[config.mk]
export PLATFORM = sky130hd
export DESIGN_NAME = modtmr_top
export DESIGN_NICKNAME = d
export VERILOG_FILES = /design/src/rtl/modtmr_pkg.sv /design/src/rtl/modtmr_presc.sv /design/src/rtl/modtmr_count.sv /design/src/rtl/modtmr_regs.sv /design/src/rtl/modtmr_top.sv
export SDC_FILE = /design/constraint.sdc
export NUM_CORES = 1
export LEC_CHECK = 0
export ABC_AREA = 1
export ABC_CLOCK_PERIOD_IN_PS = 1400
export CORE_MARGIN = 2
export CORE_UTILIZATION = 45
export CTS_CLUSTER_SIZE = 30
export DETAILED_ROUTE_END_ITERATION = 8
export PLACE_DENSITY = 0.67
export SETUP_SLACK_MARGIN = 0.15
export SYNTH_ARGS = -nofsm -noshare
export SYNTH_HDL_FRONTEND = slang
export SYNTH_SLANG_ARGS = --single-unit
[constraint.sdc]
create_clock -name clk -period 1.4 [get_ports clk]
set_input_delay 0.21 -clock clk [delete_from_list [all_inputs] [get_ports clk]]
set_output_delay 0.21 -clock clk [all_outputs]
set_load 0.01 [all_outputs]
[src/rtl/modtmr_pkg.sv]
package modtmr_pkg;
    localparam int DATA_W  = 8;
    localparam int ADDR_W  = 3;
    localparam int CNT_W   = 2 * DATA_W;
    localparam int SEL_W   = 3;
    localparam int MAX_LOG = 6;

    localparam logic [ADDR_W-1:0] A_CTRL = 3'd0;
    localparam logic [ADDR_W-1:0] A_MODH = 3'd1;
    localparam logic [ADDR_W-1:0] A_MODL = 3'd2;
    localparam logic [ADDR_W-1:0] A_CNTH = 3'd3;
    localparam logic [ADDR_W-1:0] A_CNTL = 3'd4;

    localparam int B_OVF  = 7;
    localparam int B_OIE  = 6;
    localparam int B_HALT = 5;
    localparam int B_ZERO = 4;

    typedef enum logic {
        CLR_IDLE  = 1'b0,
        CLR_ARMED = 1'b1
    } clr_state_e;
endpackage

[src/rtl/modtmr_presc.sv]
module modtmr_presc #(
    parameter int MAX_LOG = 6,
    parameter int SEL_W   = 3
) (
    input  logic             clk,
    input  logic             rst_n,
    input  logic             run,
    input  logic             clr,
    input  logic [SEL_W-1:0] sel,
    output logic             tick
);
    logic [MAX_LOG-1:0] pre_q;
    logic [MAX_LOG-1:0] mask;

    // codes above MAX_LOG saturate: every mask bit set
    always_comb begin
        mask = '0;
        for (int i = 0; i < MAX_LOG; i++) begin
            mask[i] = (int'(sel) > i);
        end
    end

    assign tick = run && ((pre_q & mask) == mask);

    always_ff @(posedge clk or negedge rst_n) begin
        if (!rst_n) begin
            pre_q <= '0;
        end else if (clr) begin
            pre_q <= '0;
        end else if (run) begin
            pre_q <= pre_q + 1'b1;
        end
    end
endmodule

[src/rtl/modtmr_count.sv]
module modtmr_count #(
    parameter int CNT_W = 16
) (
    input  logic             clk,
    input  logic             rst_n,
    input  logic             tick,
    input  logic             clr,
    input  logic [CNT_W-1:0] modv,
    output logic [CNT_W-1:0] cnt,
    output logic             wrap
);
    logic [CNT_W-1:0] cnt_q;

    assign wrap = tick && (cnt_q == modv);
    assign cnt  = cnt_q;

    always_ff @(posedge clk or negedge rst_n) begin
        if (!rst_n) begin
            cnt_q <= '0;
        end else if (clr) begin
            cnt_q <= '0;
        end else if (tick) begin
            cnt_q <= wrap ? '0 : cnt_q + 1'b1;
        end
    end
endmodule

[src/rtl/modtmr_regs.sv]
module modtmr_regs
    import modtmr_pkg::*;
#(
    parameter int CNT_W = 16
) (
    input  logic              clk,
    input  logic              rst_n,
    input  logic              wr_en,
    input  logic              rd_en,
    input  logic [ADDR_W-1:0] addr,
    input  logic [DATA_W-1:0] wdata,
    input  logic              wrap,
    input  logic [CNT_W-1:0]  cnt,
    output logic [DATA_W-1:0] rdata,
    output logic              ovf,
    output logic              oie,
    output logic              halt,
    output logic [SEL_W-1:0]  sel,
    output logic              zero_cmd,
    output logic [CNT_W-1:0]  modv,
    output logic              irq
);
    clr_state_e state_q, state_d;
    logic       clr_ok;
    logic       wr_ctrl, rd_ctrl;
    logic       ovf_q, oie_q, halt_q;
    logic [SEL_W-1:0] sel_q;
    logic [CNT_W-1:0] mod_q;

    assign wr_ctrl = wr_en && (addr == A_CTRL);
    assign rd_ctrl = rd_en && (addr == A_CTRL);

    // clear-handshake state register
    always_ff @(posedge clk or negedge rst_n) begin
        if (!rst_n) begin
            state_q <= CLR_IDLE;
        end else begin
            state_q <= state_d;
        end
    end

    // transitions: arm / disarm
    always_comb begin
        state_d = state_q;
        unique case (state_q)
            CLR_IDLE: begin
                if (rd_ctrl && ovf_q && !wrap && !wr_ctrl) begin
                    state_d = CLR_ARMED;
                end
            end
            CLR_ARMED: begin
                if (wr_ctrl || wrap) begin
                    state_d = CLR_IDLE;
                end
            end
        endcase
    end

    // outputs of the handshake
    always_comb begin
        clr_ok = 1'b0;
        unique case (state_q)
            CLR_IDLE:  clr_ok = 1'b0;
            CLR_ARMED: clr_ok = wr_ctrl && !wdata[B_OVF];
        endcase
    end

    always_ff @(posedge clk or negedge rst_n) begin
        if (!rst_n) begin
            ovf_q <= 1'b0;
        end else if (wrap) begin
            ovf_q <= 1'b1;
        end else if (clr_ok) begin
            ovf_q <= 1'b0;
        end
    end

    always_ff @(posedge clk or negedge rst_n) begin
        if (!rst_n) begin
            oie_q  <= 1'b0;
            halt_q <= 1'b1;
            sel_q  <= '0;
        end else if (wr_ctrl) begin
            oie_q  <= wdata[B_OIE];
            halt_q <= wdata[B_HALT];
            sel_q  <= wdata[SEL_W-1:0];
        end
    end

    always_ff @(posedge clk or negedge rst_n) begin
        if (!rst_n) begin
            mod_q <= '1;
        end else if (wr_en && (addr == A_MODH)) begin
            mod_q[CNT_W-1:DATA_W] <= wdata;
        end else if (wr_en && (addr == A_MODL)) begin
            mod_q[DATA_W-1:0] <= wdata;
        end
    end

    always_comb begin
        rdata = '0;
        case (addr)
            A_CTRL: begin
                rdata[B_OVF]       = ovf_q;
                rdata[B_OIE]       = oie_q;
                rdata[B_HALT]      = halt_q;
                rdata[SEL_W-1:0]   = sel_q;
            end
            A_MODH:  rdata = mod_q[CNT_W-1:DATA_W];
            A_MODL:  rdata = mod_q[DATA_W-1:0];
            A_CNTH:  rdata = cnt[CNT_W-1:DATA_W];
            A_CNTL:  rdata = cnt[DATA_W-1:0];
            default: rdata = '0;
        endcase
    end

    assign zero_cmd = wr_ctrl && wdata[B_ZERO];
    assign ovf      = ovf_q;
    assign oie      = oie_q;
    assign halt     = halt_q;
    assign sel      = sel_q;
    assign modv     = mod_q;
    assign irq      = ovf_q && oie_q;
endmodule

[src/rtl/modtmr_top.sv]
module modtmr_top
    import modtmr_pkg::*;
(
    input  logic              clk,
    input  logic              rst_n,
    input  logic              wr_en,
    input  logic              rd_en,
    input  logic [ADDR_W-1:0] addr,
    input  logic [DATA_W-1:0] wdata,
    output logic [DATA_W-1:0] rdata,
    output logic              irq
);
    logic             tick, wrap, zero_cmd;
    logic             ovf_flag, oie, halt;
    logic [SEL_W-1:0] sel;
    logic [CNT_W-1:0] cnt, modv;

    modtmr_presc #(.MAX_LOG(MAX_LOG), .SEL_W(SEL_W)) u_presc (
        .clk  (clk),
        .rst_n(rst_n),
        .run  (!halt),
        .clr  (zero_cmd),
        .sel  (sel),
        .tick (tick)
    );

    modtmr_count #(.CNT_W(CNT_W)) u_count (
        .clk  (clk),
        .rst_n(rst_n),
        .tick (tick),
        .clr  (zero_cmd),
        .modv (modv),
        .cnt  (cnt),
        .wrap (wrap)
    );

    modtmr_regs #(.CNT_W(CNT_W)) u_regs (
        .clk     (clk),
        .rst_n   (rst_n),
        .wr_en   (wr_en),
        .rd_en   (rd_en),
        .addr    (addr),
        .wdata   (wdata),
        .wrap    (wrap),
        .cnt     (cnt),
        .rdata   (rdata),
        .ovf     (ovf_flag),
        .oie     (oie),
        .halt    (halt),
        .sel     (sel),
        .zero_cmd(zero_cmd),
        .modv    (modv),
        .irq     (irq)
    );
endmodule

==> flow_summary.toml <==
[detailed_routing]
ant_nets = 0
vias = 3052
drc_errors = 1
wl_per_cell_um = 14.30
drt-initial-drc-count = 166
wl_um = 8597
drt-pass1-iter-count = 7
viasPerCell = 5.078

[placement]
place_congestion = 0.8921
dp.cells = 575
place_area_um2 = 3819
hpwl_um = 6188
port_buffers = 23

[logic_synthesis]
synth.area.mux_share_pct = 0
syn_nets = 431
synth_seq_cells = 45
synth_fa_ha_area_share_pct = 0.8316
synth_edf_count = 0
synth.cell_area_um2 = 3009
yosysUniqueCellTypes = 32
yosysWarnings = 0
netlist.area_leader.share_pct = 23.28
synth_top_family_by_area = "simple AND/OR/NAND/NOR gates"
ys_async_sr_fraction_pct = 100.0
yosysSeqAreaShare_pct = 38.13
syn_inst = 414
netlist_top_cells_area = "dfrtp_1 23%, nand2_1 16%, dfstp_2 15%"
synth-main-ff-cell = "dfrtp_1"
post_synth.cell_area_avg_um2 = 7.268
synth-xor-area-share_pct = 4.948
synth-simple-area-share_pct = 33.72
synth_compound_area_share_pct = 10.35
yosysTopAreaCell = "dfrtp_1"

[critical_path]
cp_max_fo = 3
cp-start-kind = "flip-flop"
rr_worst_depth = 8
regToRegSetupSlack_ps = -140
reg2reg_to = "u_regs.state_q"
reg2reg_from = "u_count.cnt[14]"
worst_ep_arrival_time_ps = 1740
worstSetupPathType = "flip-flop to flip-flop"
required_ps = 1600
critPathCaptureType = "flip-flop"

[floorplanning]
die_w_um = 85.78
boundaryPins = 24
start_util_pct = 46.85
die-area_um2 = 7357
core_area_um2 = 6422
rows = 29
fp.dieH_um = 85.78

[cts]
htreeDepth = 2
cts_sinks = 45
clock_latency_ps = 310
clk_pin_slew_ps = 100
cts_buffer_depth = 2
cts_root_buf = "clkbuf_8"
cts_tree = "done"
cts_made_buffers = 5

[final_layout]
layout-drive-gt1-share_pct = 41.22
final_util_pct = 65.34
nNetsFinal = 540
stdcell_count = 601
area_delta_synth_final_pct = 39.46
antenna_cells = 0
n_fill_cell = 543
final_area_um2 = 4197

[global_routing]
grt_pass1_vias = 2994
grt_first_pass_wirelength_um = 13830
grt_usage_pct = 23.91
grt-ovfl-total = 0
grt_antenna_before_repair = 0
grt_max_degree = 46

[timing]
rsz0062_at_grt = "yes"
setup_slack_ps = -136.8
hold_slack_ps = 409.5
finalCritPeriodShare_pct = 109.8
fmax_mhz = 650.7
setup_viol = 24
relSlewSlack_pct = 75.13
fin_crit_ps = 1537
hold_viol_final = 0
finalMaxSlewViolations = 0
tightest_slew_ps = 371.7
clock_skew_ps = 15.32

[power]
power.density_nw_per_um2 = 1155
power.share.combinational_pct = 43.7
p_sw_uw = 1851
clkPwrFrac_pct = 17.4
p_leak_uw = 0.002176
swShare_pct = 38.17
p_total_uw = 4849
intPower_uw = 2998
power_frac_seq_pct = 38.9
peakVddDrop_v = 0.0009605

[min_path]
min_path_type = "input pin to asynchronous set/reset pin"

[run]
drv_cap = 0

[status]
outcome = "finished with violations"
violations = "design-rule violations, negative setup slack"
## per-stage QoR
stage	setup TNS, ps	worst slack, ps
2_1_floorplan	0	42.45
3_3_place_gp	-25350	-891.6
3_5_place_dp	-26380	-914.6
4_1_cts	-2254	-127.5
5_1_grt	-4288	-217.6
6_report	-2545	-136.8
## final cells by class
| class | count | area, um2 | area share, % |
|---|---|---|---|
| Multi-Input combinational cell | 291 | 1672 | 39.83 |
| Sequential cell | 45 | 1151 | 27.43 |
| Timing Repair Buffer | 117 | 948.4 | 22.60 |
| Inverter | 63 | 241.5 | 5.754 |
| Tap cell | 77 | 96.34 | 2.296 |
| Clock buffer | 6 | 72.57 | 1.729 |
| Clock inverter | 2 | 15.01 | 0.3578 |
## logic make-up after synthesis
kind of cell	count (synthesis)
simple gates	220
buf+inv	79
compound gates	51
flops	45
xor+xnor	17
fa+ha+maj	2
## cells in the final DEF (no fill, tap or decap), types with 2 or more instances in the layout
cell type	instances
buf_4	77
a21oi_1	6
nor2_1	25
nand3_2	3
nand3_1	11
nand2_1	116
inv_2	23
o21ai_0	3
o22ai_1	3
nand2_2	17
dfrtp_2	3
inv_1	38
o21ai_2	9
nor3_1	2
o211ai_1	2
nor2_4	6
o22ai_2	2
buf_6	16
nor2_2	6
dfstp_2	17
inv_4	3
o21ai_1	20
o2111ai_2	2
nor3_4	2
dfrtp_1	25
clkdlybuf4s50_1	10
xor2_1	16
buf_2	12
clkbuf_8	5
nand2_4	6
nand4_1	23
nor2_8	2
## worst max-delay path by stage
stage	cells past startpoint	end	from	slack, ps
after floorplan	9	u_count.cnt[13]	u_count.cnt[9]	40
after CTS	8	u_count.cnt[2]	u_regs.modv[1]	-130
after global routing	8	u_count.cnt[14]	u_regs.modv[8]	-220
after detailed placement	5	rdata[3]	addr[2]	-910
after global placement	5	rdata[3]	addr[2]	-890
final	8	u_regs.state_q	u_count.cnt[14]	-140
## worst max-delay path: stages (launching register included)
cell,delay [ps]
dfrtp_1,420
buf_4,160
xor2_1,150
nor2_1,130
nand2_1,110
nor2_4,170
nand3_1,170
nand2_1,90
inv_1,40
## cell usage after synthesis, types with 3 or more instances
cell,instances
a21oi_1,7
buf_2,7
buf_4,3
buf_6,6
dfrtp_1,28
dfstp_2,17
inv_1,46
inv_2,17
nand2_1,131
nand2_2,5
nand3_1,14
nand4_1,23
nor2_1,28
nor2_2,7
nor3_1,4
o21ai_0,14
o21ai_1,11
o21ai_2,7
o22ai_1,5
xor2_1,16
## per-layer routing
metal  wire length (um)  track usage, %  vias to the layer above
met1               4062           32.08                     1416
met2               4057           40.91                       85
met3                378           3.176                        9
met5                  0               0                        -
met4                 99           6.061                        0
li1                   -               -                     1542
## power by group through the flow
stage               clock network (uW)  registers (uW)  logic, uW
finish                             844            1880       2120
global route                       902            1920       2340
CTS                                851            1860       1870
detailed placement                   0            1880       1800
global placement                     0            1870       1750
floorplan                            0            1870       1080
## flip-flops by register name, indices dropped and copies added (netlist names)
signal and flops:
u_count.cnt 16, u_regs.modv 16, u_presc.pre_q 6, u_regs.sel 3
u_regs.halt 1, u_regs.oie 1, u_regs.ovf 1, u_regs.state_q 1
## timing repair
action,in CTS,in global routing
pin swaps,16,14
gates resized for setup,84,40
cloned,0,1
setup buffers,5,11
endpoints found under the hold margin,28,0
setup endpoints to repair,54,38
hold buffers,1,0
(Power assumes the default switching activity.)
